### src/rtl/cell_pacer.sv
module cell_pacer #(
  parameter int CELL_W     = 32,
  parameter int DEPTH      = 16,
  parameter int PACE       = 64,
  parameter int MAX_TOKENS = 8
) (
  input  logic              clk,
  input  logic              rst_n,
  input  logic              in_valid,
  output logic              in_ready,
  input  logic [CELL_W-1:0] in_data,
  output logic              out_valid,
  input  logic              out_ready,
  output logic [CELL_W-1:0] out_data
);
  localparam int AW = (DEPTH > 1) ? $clog2(DEPTH) : 1;
  localparam int CW = $clog2(DEPTH + 1);
  localparam int PW = (PACE > 1) ? $clog2(PACE) : 1;
  localparam int TW = $clog2(MAX_TOKENS + 1);

  logic [CELL_W-1:0] mem [DEPTH];
  logic [AW-1:0]     wr_ptr, rd_ptr;
  logic [CW-1:0]     count;
  logic [PW-1:0]     pace_cnt;
  logic [TW-1:0]     tok_cnt;
  logic              tick, push, pop;

  assign tick      = (pace_cnt == PW'(PACE - 1));
  assign in_ready  = (count != CW'(DEPTH));
  assign out_valid = (count != '0) && (tok_cnt != '0);
  assign out_data  = mem[rd_ptr];
  assign push      = in_valid && in_ready;
  assign pop       = out_valid && out_ready;

  always_ff @(posedge clk) begin
    if (!rst_n) pace_cnt <= '0;
    else        pace_cnt <= tick ? '0 : pace_cnt + 1'b1;
  end

  always_ff @(posedge clk) begin
    if (!rst_n) begin
      tok_cnt <= '0;
    end else begin
      case ({tick, pop})
        2'b10:   if (tok_cnt != TW'(MAX_TOKENS)) tok_cnt <= tok_cnt + 1'b1;
        2'b01:   tok_cnt <= tok_cnt - 1'b1;
        default: tok_cnt <= tok_cnt;
      endcase
    end
  end

  always_ff @(posedge clk) begin
    if (push) mem[wr_ptr] <= in_data;
  end

  always_ff @(posedge clk) begin
    if (!rst_n) begin
      wr_ptr <= '0;
      rd_ptr <= '0;
      count  <= '0;
    end else begin
      if (push) wr_ptr <= (wr_ptr == AW'(DEPTH - 1)) ? '0 : wr_ptr + 1'b1;
      if (pop)  rd_ptr <= (rd_ptr == AW'(DEPTH - 1)) ? '0 : rd_ptr + 1'b1;
      case ({push, pop})
        2'b10:   count <= count + 1'b1;
        2'b01:   count <= count - 1'b1;
        default: count <= count;
      endcase
    end
  end
endmodule


### config.mk
export PLATFORM = sky130hd
export DESIGN_NAME = cell_pacer
export DESIGN_NICKNAME = d
export VERILOG_FILES = /design/src/rtl/cell_pacer.sv
export SDC_FILE = /design/constraint.sdc
export NUM_CORES = 1
export LEC_CHECK = 0
export ABC_AREA = 1
export BUFFER_PORTS_ARGS = -buffer_cell sky130_fd_sc_hd__buf_2
export CAP_MARGIN = 20
export CORE_ASPECT_RATIO = 1.75
export CORE_MARGIN = 1.5
export CORE_UTILIZATION = 35
export CTS_CLUSTER_DIAMETER = 50
export CTS_CLUSTER_SIZE = 14
export DETAILED_ROUTE_END_ITERATION = 8
export HOLD_SLACK_MARGIN = 0.12
export MAX_ROUTING_LAYER = met4
export PLACE_DENSITY_LB_ADDON = 0.3
export SKIP_CTS_REPAIR_TIMING = 1
export SLEW_MARGIN = 20
export SYNTH_ARGS = -nofsm -noshare
export SYNTH_HDL_FRONTEND = slang
export SYNTH_SLANG_ARGS = --single-unit
### constraint.sdc
create_clock -name clk -period 3.3 [get_ports clk]
set_input_delay 0.165 -clock clk [delete_from_list [all_inputs] [get_ports clk]]
set_output_delay 0.165 -clock clk [all_outputs]
set_load 0.01 [all_outputs]
==> impl_metrics.tcl, run 1 <==
set metrics [dict create \
    drtPass1Iterations 5 \
    clock-skew-final_ns 0.0257 \
    cp_launch_type "register" \
    period_share 0.821 \
    final.setup.tns_ns 0 \
    first_global_vias 12410 \
    final.setup.worst_slack_ns 0.590 \
    cellPowerDensity_mw_per_mm2 513 \
    timing.fmax_ghz 0.369 \
    timing.critical_path.arrival_ns 2.55 \
    die-width_um 192 \
    cts-root-buf "sky130_fd_sc_hd__clkbuf_16" \
    run_status "finished clean" \
    grt_antenna_before_repair 2 \
    finish.net_count 1688 \
    total_leakage_power_uw 0.00802 \
    largest_area_contributor_in_the_synthesized_netlist "sky130_fd_sc_hd__edfxtp_1" \
    post-place-ws_ns 0.819 \
    synth_fp_nets 1591 \
    global_route_wire_length_before_repair_mm 76.2 \
    post_synth_main_area_contributors "sky130_fd_sc_hd__edfxtp_1, sky130_fd_sc_hd__mux2i_1, sky130_fd_sc_hd__o211ai_1" \
    cts-htree-levels 2 \
    core_mm2 0.0621 \
    hpwlAfterDp_mm 29.7 \
    drv_cap 0 \
    setup_viol 0 \
    crit_path_max_incr_delay_ns 0.50 \
    hold_viol_final 0 \
    synth.top_cell.area_share 0.700 \
    final_cells 2452 \
    placement.io_buffers 69 \
    finalWorstPathRequiredPeriod_ns 2.71 \
    yosysSeqAreaShare 0.725 \
    wl_per_cell_um 20.5 \
    critical-path-slowest-cell "sky130_fd_sc_hd__dfxtp_4" \
    worst_r2r_startpoint "count[2]" \
    holdCritPathClass "in -> reg" \
    crit_path_cell_trace "buf_12, mux2i_1, o211ai_1, nand3_1, nand2_1, buf_2" \
    routabilityCongestion 0.779 \
    timing.rr.end "mem[5][24]" \
    drt_first_iter_violations 924 \
    synth.cell_area_mm2 0.0220 \
    post_route_ant_nets 0 \
    wl_mm 50.3 \
    max-slew-margin-rel 0.419 \
    layout-drive-gt1-share 0.137 \
    floorplan.die_area_mm2 0.0643 \
    timing_worst_slew_pin_value_ns 0.870 \
    cts.sink_count 539 \
    cts_tree "yes" \
    drc 0 \
    clkTransAtPathRegs_ns 0.06 \
    placementRows 121 \
    post_synthesis_area_per_instance_um2 14.2 \
    critPathRequiredTime_ns 3.13 \
    routed_via_density 5.07 \
    rsz0062_at_grt "no" \
    placed_cells_incl_taps 2360 \
    worstSetupEndpointType "output port" \
    r2r.worst_path.cells 7 \
    ys_seq_elements 539 \
    finalMaxSlewViolations 0 \
    ys_types 33 \
    dpl_cell_area_mm2 0.0232 \
    cp-endpoint "out_data[10]" \
    timing_worst_setup_path_type "reg -> out" \
    vias 12426 \
    yosys_warnings 0 \
    finalHoldWorstSlack_ns 0.109 \
    initial_utilization 0.354 \
    area.growth.synth_to_final_pct 12.7 \
    clk_latency_ns 0.59 \
    numCtsBuffers 44 \
    cts-root-to-sink-buffers 3 \
    io-pin-count 70 \
    rrSetupSlack_ns 0.84 \
    fp.dieH_um 334 \
    design_area_mm2 0.0248 \
    gr-total-overflow 0 \
    vdd_drop_max_mv 0.363 \
    worstPathMaxFanout 120 \
    syn_inst 1544 \
    grt_max_degree 121 \
    grt_usage 0.163 \
]
## synthesized netlist by cell type (all sizes together)
| cell | count |
|---|---|
| a21boi | 1 |
| a21oi | 142 |
| buf | 62 |
| clkbuf | 30 |
| clkinv | 35 |
| dfxtp | 27 |
| edfxtp | 512 |
| ha | 11 |
| inv | 120 |
| mux2i | 128 |
| nand2 | 74 |
| nand3 | 57 |
| nand3b | 1 |
| nand4 | 3 |
| nor2 | 39 |
| nor3 | 2 |
| nor3b | 1 |
| o211ai | 128 |
| o21ai | 159 |
| o21bai | 1 |
| xnor2 | 3 |
| xor2 | 8 |
## critical path: cells and delay by family, from the launching register on
kind	cells	cell delay, ns
simple gates	2	0.23
flops	1	0.50
mux	1	0.16
compound gates	1	0.35
buf+inv	2	0.60
## worst min path at each step
| stage | start | depth (start not counted) | slack, ns | end |
|---|---|---|---|---|
| floorplan | in_data[0] | 0 | 0.26 | mem[0][0] |
| global placement | pace_cnt[0] | 1 | 0.45 | pace_cnt[0] |
| global route | in_valid | 4 | 0.15 | wr_ptr[0] |
| detailed placement | pace_cnt[0] | 1 | 0.47 | pace_cnt[0] |
| CTS | rst_n | 3 | -0.08 | tok_cnt[3] |
| finish | in_valid | 4 | 0.11 | wr_ptr[0] |
## kinds of logic (layout without fill, tap and decap cells)
logic type | Yosys count | count (layout) | share of synthesized area
AO/OA/AOI/OAI | 431 | 431 | 0.114
multiplexers | 128 | 128 | 0.0584
other | 0 | 2 | 0
flip-flops | 539 | 539 | 0.725
adder cells (fa/ha/maj) | 11 | 11 | 0.00627
XOR/XNOR | 11 | 11 | 0.00439
buffers and inverters | 247 | 354 | 0.0573
AND/OR/NAND/NOR | 177 | 177 | 0.0346
## layout make-up
class                      count  area, um2
antenna                        2       5.00
clock buffer                  52       1140
clock inverter                 4       50.0
fill                        5795      37300
inverter                     155        627
multi-input combinational    758       4900
sequential                   539      15900
tap                          799       1000
timing repair buffer         143       1100
## layer usage
layer,track usage,share of wire,up-vias
met5,-,0,-
met4,0.0538,0.029,0
met3,0.0235,0.041,86
met2,0.279,0.52,260
met1,0.196,0.41,6187
li1,-,-,5893
## sequential cells by signal, indices dropped and copies added (netlist names), named ones only
register  count
count         5
mem         512
pace_cnt      6
rd_ptr        4
tok_cnt       4
wr_ptr        4
## placed cells by master (no fill, tap or decap), types with 34 or more instances in the layout
| cell type | count |
|---|---|
| sky130_fd_sc_hd__nand2_1 | 74 |
| sky130_fd_sc_hd__buf_2 | 69 |
| sky130_fd_sc_hd__clkinv_2 | 35 |
| sky130_fd_sc_hd__o211ai_1 | 123 |
| sky130_fd_sc_hd__o21ai_0 | 72 |
| sky130_fd_sc_hd__a21oi_1 | 142 |
| sky130_fd_sc_hd__edfxtp_1 | 512 |
| sky130_fd_sc_hd__inv_1 | 112 |
| sky130_fd_sc_hd__o21ai_1 | 87 |
| sky130_fd_sc_hd__clkbuf_16 | 44 |
| sky130_fd_sc_hd__mux2i_1 | 128 |
| sky130_fd_sc_hd__nand3_1 | 56 |
| sky130_fd_sc_hd__dlygate4sd3_1 | 34 |
## stage by stage
step	util	total power, uW
3_5_place_dp	0.374	8100
4_1_cts	0.393	12800
6_report	0.399	12700
3_3_place_gp	0.374	8090
2_1_floorplan	-	7870
5_1_grt	0.399	13100
## power breakdown
part | switching [uW] | internal (uW) | total [uW]
Clock | 2290 | 2440 | 4720
Sequential | 26.2 | 7560 | 7590
Combinational | 269 | 117 | 386
Power figures use the tool's default switching activity.
==> run 2: changes to the inputs <==
==> constraint.sdc (replaced) <==
create_clock -name clk -period 2.4 [get_ports clk]
set_input_delay 0.12 -clock clk [delete_from_list [all_inputs] [get_ports clk]]
set_output_delay 0.12 -clock clk [all_outputs]
set_load 0.01 [all_outputs]
==> run 2 against run 1 <==
Against the previous run: cell area is 4.3% higher; clock power is 39% higher; combinational power is 42% higher; sequential power is 37% higher; cell count is 2.0% higher; first-iteration DRC count is 11% lower; die area stayed put; core utilization is 1.7 points higher; setup slack worse by 0.56 ns; clock skew is 0.0018 ns higher; clock-buffer cell count is 1 lower; flip-flop and latch count stayed put; largest cell class unchanged.
==> impl_metrics.tcl, run 2 (synthesis gave the netlist of run 1 again) <==
set metrics [dict create \
    routed_via_density 5.15 \
    timing.fmax_ghz 0.423 \
    run_status "finished clean" \
    floorplan.die_area_mm2 0.0643 \
    period_share 0.986 \
    cts.sink_count 539 \
    critPathRequiredTime_ns 2.28 \
    worst_r2r_startpoint "count[1]" \
    gr-total-overflow 0 \
    drtPass1Iterations 6 \
    largest_register_ff_count 512 \
    final_cells 2501 \
    drt_first_iter_violations 820 \
    finish.net_count 1736 \
    rsz0062_at_grt "yes" \
    total_leakage_power_uw 0.00847 \
    vdd_drop_max_mv 0.467 \
    initial_utilization 0.354 \
    placement.io_buffers 69 \
    timing.critical_path.arrival_ns 2.25 \
    grt_antenna_before_repair 1 \
    hold_start "rst_n" \
    worstSetupEndpointType "output port" \
    placed_cells_incl_taps 2371 \
    io-pin-count 70 \
    clk_latency_ns 0.59 \
    global_route_wire_length_before_repair_mm 77.9 \
    cellPowerDensity_mw_per_mm2 680 \
    post_route_ant_nets 0 \
    layout-drive-gt1-share 0.175 \
    first_global_vias 12901 \
    wl_mm 54.8 \
    setup_viol 0 \
    rrSetupSlack_ns 0.20 \
    fp.dieH_um 334 \
    timing_worst_setup_path_type "reg -> out" \
    numCtsBuffers 45 \
    cts-root-buf "sky130_fd_sc_hd__clkbuf_16" \
    finalHoldWorstSlack_ns 0.437 \
    routabilityCongestion 0.752 \
    layout_commonest_cell "sky130_fd_sc_hd__edfxtp_1" \
    holdCritPathClass "in -> reg" \
    worstPathMaxFanout 7 \
    finalMaxSlewViolations 0 \
    cp-endpoint "out_data[13]" \
    area.growth.synth_to_final_pct 17.6 \
    max-slew-margin-rel 0.412 \
    clkTransAtPathRegs_ns 0.07 \
    cts-htree-levels 2 \
    timing_worst_slew_pin_value_ns 0.880 \
    cts-root-to-sink-buffers 3 \
    cts_tree "yes" \
    cp_launch_type "register" \
    hpwlAfterDp_mm 29.4 \
    fill_cells 5627 \
    grt_max_degree 82 \
    clock-skew-final_ns 0.0275 \
    core_mm2 0.0621 \
    drv_cap 0 \
    drc 0 \
    top_regs "mem: 512 flops, pace_cnt: 6 flops, count: 5 flops" \
    wl_per_cell_um 21.9 \
    finalWorstPathRequiredPeriod_ns 2.37 \
    r2r.worst_path.cells 14 \
    regMostFlops "mem" \
    placementRows 121 \
    hold_viol_final 0 \
    most-common-layout-cells "sky130_fd_sc_hd__edfxtp_1, sky130_fd_sc_hd__a21oi_1, sky130_fd_sc_hd__mux2i_1, sky130_fd_sc_hd__o211ai_1, sky130_fd_sc_hd__inv_1" \
    die-width_um 192 \
    timing.rr.end "count[4]" \
    grt_usage 0.167 \
    vias 12881 \
]
## run 2: cell count changes in the layout (fill, tap and decap cells not counted), sizes merged
cell / change
buf: +33
clkbuf: +12
clkinv: +2
dlygate4sd3: +1
inv: +1
## run 2: layer usage
layer  wire length, um  track usage
met5                 0            -
met1             21300        0.186
met3              2370       0.0256
met4              1600       0.0600
met2             29500        0.297
## run 2: cell type report
cell class	count	area, um2	area share
repair buffers	190	2030	0.0787
diodes	2	5.00	0.000194
inverters	155	632	0.0245
clock buffers	51	1150	0.0445
flip-flops and latches	539	15900	0.617
multi-input cells	758	5000	0.194
well taps	799	1000	0.0387
clock inverters	7	67.6	0.00262
## run 2: worst min path at each step
stage,slack [ns],to,depth (start not counted)
2_1_floorplan,0.22,mem[0][0],0
3_3_place_gp,0.44,pace_cnt[0],1
3_5_place_dp,0.46,pace_cnt[3],2
4_1_cts,-0.14,tok_cnt[3],3
5_1_grt,0.44,tok_cnt[3],4
6_report,0.44,tok_cnt[3],4
## run 2: worst max-delay path, stage by stage (launching register included)
cell and delay [ns]:
sky130_fd_sc_hd__dfxtp_4 0.43, sky130_fd_sc_hd__buf_12 0.15, sky130_fd_sc_hd__buf_4 0.17, sky130_fd_sc_hd__clkbuf_16 0.18, sky130_fd_sc_hd__a21oi_1 0.07, sky130_fd_sc_hd__o21ai_1 0.08, sky130_fd_sc_hd__o21ai_1 0.07, sky130_fd_sc_hd__o211ai_1 0.21
sky130_fd_sc_hd__nand2_1 0.15, sky130_fd_sc_hd__buf_6 0.15
## run 2: report_power, final
group,internal [uW],switching (uW)
clock,3400,3190
combinational,181,366
sequential,10400,37.8
total,14000,3590
## run 2: stage by stage
step | area (um2) | worst slack [ns] | power (uW) | utilization | TNS [ns]
3_5_place_dp | 23500 | 0.207 | 11100 | 0.378 | 0
3_3_place_gp | 23500 | 0.191 | 11100 | 0.378 | 0
2_1_floorplan | 22000 | -0.364 | 10800 | - | -144.31
4_1_cts | 24700 | -0.211 | 17700 | 0.398 | -4.53
5_1_grt | 25800 | -0.0608 | 18100 | 0.416 | -0.623
6_report | 25800 | 0.0339 | 17600 | 0.416 | 0
==> run 3: changes to the inputs <==
--- a/config.mk
+++ b/config.mk
@@ -5,7 +5,6 @@
 export SDC_FILE = /design/constraint.sdc
 export NUM_CORES = 1
 export LEC_CHECK = 0
-export ABC_AREA = 1
 export BUFFER_PORTS_ARGS = -buffer_cell sky130_fd_sc_hd__buf_2
 export CAP_MARGIN = 20
 export CORE_ASPECT_RATIO = 1.75
==> run 3 against run 2 <==
Against the previous run: the flow now finishes with violations (negative setup slack); via count down 25%; critical path depth down 3; cell area down 2.5%; non-clock buffer count up 10; critical endpoint is now out_data[31].
==> impl_metrics.tcl, run 3 <==
set metrics [dict create \
    clock-skew-final_ns 0.0181 \
    grt_usage 0.153 \
    die-width_um 188 \
    worst_r2r_startpoint "count[2]" \
    design_area_mm2 0.0252 \
    area.growth.synth_to_final_pct 19.9 \
    initial_utilization 0.355 \
    synth-edff-count 512 \
    timing_worst_setup_path_type "reg -> out" \
    cp_launch_type "register" \
    hold_viol_final 0 \
    post_synth_arst_share 0 \
    post_synth_main_area_contributors "sky130_fd_sc_hd__edfxtp_1, sky130_fd_sc_hd__mux4_2, sky130_fd_sc_hd__mux4_1" \
    max-slew-margin-rel 0.617 \
    setup_viol 35 \
    met2RoutedLength_mm 24.8 \
    violations_in_the_final_reports "negative setup slack" \
    post_synthesis_area_per_instance_um2 23.3 \
    routabilityCongestion 0.726 \
    wl_per_cell_um 24.2 \
    io-pin-count 70 \
    hpwlAfterDp_mm 25.2 \
    clkTransAtPathRegs_ns 0.06 \
    hold_start "out_ready" \
    largest_register_ff_count 512 \
    drc 0 \
    vdd_drop_max_mv 0.440 \
    numCtsBuffers 45 \
    final.setup.tns_ns -8.22 \
    rrSetupSlack_ns -0.19 \
    regMostFlops "mem" \
    top_regs "mem: 512 flops, pace_cnt: 6 flops, count: 5 flops" \
    synth.top_cells.by_count "sky130_fd_sc_hd__edfxtp_1, sky130_fd_sc_hd__mux4_2, sky130_fd_sc_hd__mux4_1, sky130_fd_sc_hd__dfxtp_1, sky130_fd_sc_hd__nor2_1" \
    yosys_warnings 0 \
    cts-root-buf "sky130_fd_sc_hd__clkbuf_16" \
    worstSetupEndpointType "output port" \
    dpl_cell_area_mm2 0.0232 \
    routed_via_density 5.12 \
    cts-root-to-sink-buffers 3 \
    most-common-layout-cells "sky130_fd_sc_hd__edfxtp_1, sky130_fd_sc_hd__mux4_2, sky130_fd_sc_hd__buf_2, sky130_fd_sc_hd__buf_4, sky130_fd_sc_hd__clkbuf_16" \
    whs_path_depth 5 \
    cts.sink_count 539 \
    floorplan.die_area_mm2 0.0615 \
    routedLengthMet1_mm 18.4 \
    layout_commonest_cell "sky130_fd_sc_hd__edfxtp_1" \
    timing.critical_path.arrival_ns 2.57 \
    syn_inst 901 \
    final.setup.worst_slack_ns -0.292 \
    run_status "complete, but fails checks" \
    global_route_wire_length_before_repair_mm 66.3 \
    synth_most_common_cell "sky130_fd_sc_hd__edfxtp_1" \
    worstPathMaxFanout 8 \
    grt_antenna_before_repair 3 \
    layout-drive-gt1-share 0.346 \
    cts_tree "yes" \
    placementRows 118 \
    grt_max_degree 65 \
    clk_latency_ns 0.57 \
    r2r.worst_path.cells 12 \
    ys_types 44 \
    maxUsedRoutingLayer "met4" \
    drt_first_iter_violations 803 \
    route.met3.wl_mm 1.81 \
    largest_area_contributor_in_the_synthesized_netlist "sky130_fd_sc_hd__edfxtp_1" \
    gr-total-overflow 0 \
    drtPass1Iterations 5 \
    holdPathEnd "tok_cnt[3]" \
    rsz0062_at_grt "yes" \
    finalMaxSlewViolations 0 \
    finalWorstPathRequiredPeriod_ns 2.69 \
    ys_seq_elements 539 \
    first_global_vias 10246 \
    yosysSeqAreaShare 0.758 \
    drv_cap 0 \
    synth_fp_nets 948 \
    wl_mm 45.9 \
    core_mm2 0.0592 \
    final_core_utilization 0.425 \
    placement.io_buffers 69 \
    total_leakage_power_uw 0.00786 \
    cts-htree-levels 2 \
    critPathRequiredTime_ns 2.28 \
    post_route_ant_nets 0 \
    timing_worst_slew_pin_value_ns 0.573 \
    holdCritPathClass "in -> reg" \
    timing.rr.end "count[2]" \
    synth.cell_area_mm2 0.0210 \
    timing.fmax_ghz 0.371 \
    fp.dieH_um 327 \
    vias 9702 \
    finalHoldWorstSlack_ns 0.105 \
    synth_ff_type "sky130_fd_sc_hd__edfxtp_1" \
    cellPowerDensity_mw_per_mm2 693 \
    synth.top_cell.area_share 0.732 \
    finish.net_count 1150 \
    period_share 1.12 \
]
[run 3: changes by cell type after synthesis, moves of 16 or more]
cell / delta
sky130_fd_sc_hd__a21oi_1: -139
sky130_fd_sc_hd__clkinv_2: -34
sky130_fd_sc_hd__inv_1: -109
sky130_fd_sc_hd__mux2i_1: -124
sky130_fd_sc_hd__mux4_1: +50
sky130_fd_sc_hd__mux4_2: +110
sky130_fd_sc_hd__nand2_1: -53
sky130_fd_sc_hd__nand3_1: -49
sky130_fd_sc_hd__nor2_1: -16
sky130_fd_sc_hd__o211ai_1: -123
sky130_fd_sc_hd__o21ai_0: -66
sky130_fd_sc_hd__o21ai_1: -86
[run 3: worst max-delay path: stages (launching register included)]
cell and delay, ns:
sky130_fd_sc_hd__dfxtp_4 0.40, sky130_fd_sc_hd__buf_12 0.13, sky130_fd_sc_hd__clkbuf_16 0.16, sky130_fd_sc_hd__clkbuf_16 0.18, sky130_fd_sc_hd__mux4_2 0.52, sky130_fd_sc_hd__mux4_2 0.48
sky130_fd_sc_hd__buf_6 0.15
[run 3: cells by family (layout without fill, tap and decap cells)]
logic type / Yosys count / after routing / share of synthesized area
and+or+nand+nor: 92 / 92 / 0.0219
muxes: 164 / 164 / 0.182
xor gates and xnor gates: 12 / 12 / 0.00500
AOI/OAI and AO/OA: 34 / 34 / 0.0116
other: 0 / 3 / 0
adders and majority gates: 11 / 11 / 0.00655
DFF: 539 / 539 / 0.758
buffers and inverters: 49 / 260 / 0.0149
[run 3: layout make-up]
type / count / area, um2
well taps: 780 / 976
repair buffers: 200 / 2140
clock inverters: 4 / 28.8
diodes: 3 / 7.51
multi-input cells: 313 / 4930
inverters: 4 / 17.5
flip-flops and latches: 539 / 15900
fillers: 5036 / 34000
clock buffers: 52 / 1150
[run 3: per-layer routing]
layer,GRT usage,up-vias
li1,-,4227
met1,0.184,5219
met2,0.267,195
met3,0.0186,61
met4,0.0456,0
met5,-,-
[run 3: power breakdown]
part	internal (uW)	switching (uW)
clock network	3370	3050
registers	10400	26.2
logic	261	349
total	14000	3430
[run 3: per-stage QoR]
step | setup WS [ns] | std cells | power, uW
after global routing | -0.363 | 1895 | 18000
after global placement | -0.186 | 1775 | 11100
after floorplan | -0.472 | 901 | 10800
after CTS | -0.442 | 1831 | 17600
final | -0.292 | 1895 | 17400
after detailed placement | -0.191 | 1775 | 11100
[run 3: worst max-delay path by stage]
stage | slack [ns] | cells after the start | endpoint | from
6_report | -0.29 | 6 | out_data[31] | register
5_1_grt | -0.36 | 6 | out_data[26] | register
4_1_cts | -0.44 | 5 | out_data[5] | register
3_5_place_dp | -0.19 | 12 | count[4] | count[3]
3_3_place_gp | -0.19 | 12 | count[4] | count[3]
2_1_floorplan | -0.47 | 5 | mem[10][0] | count[2]
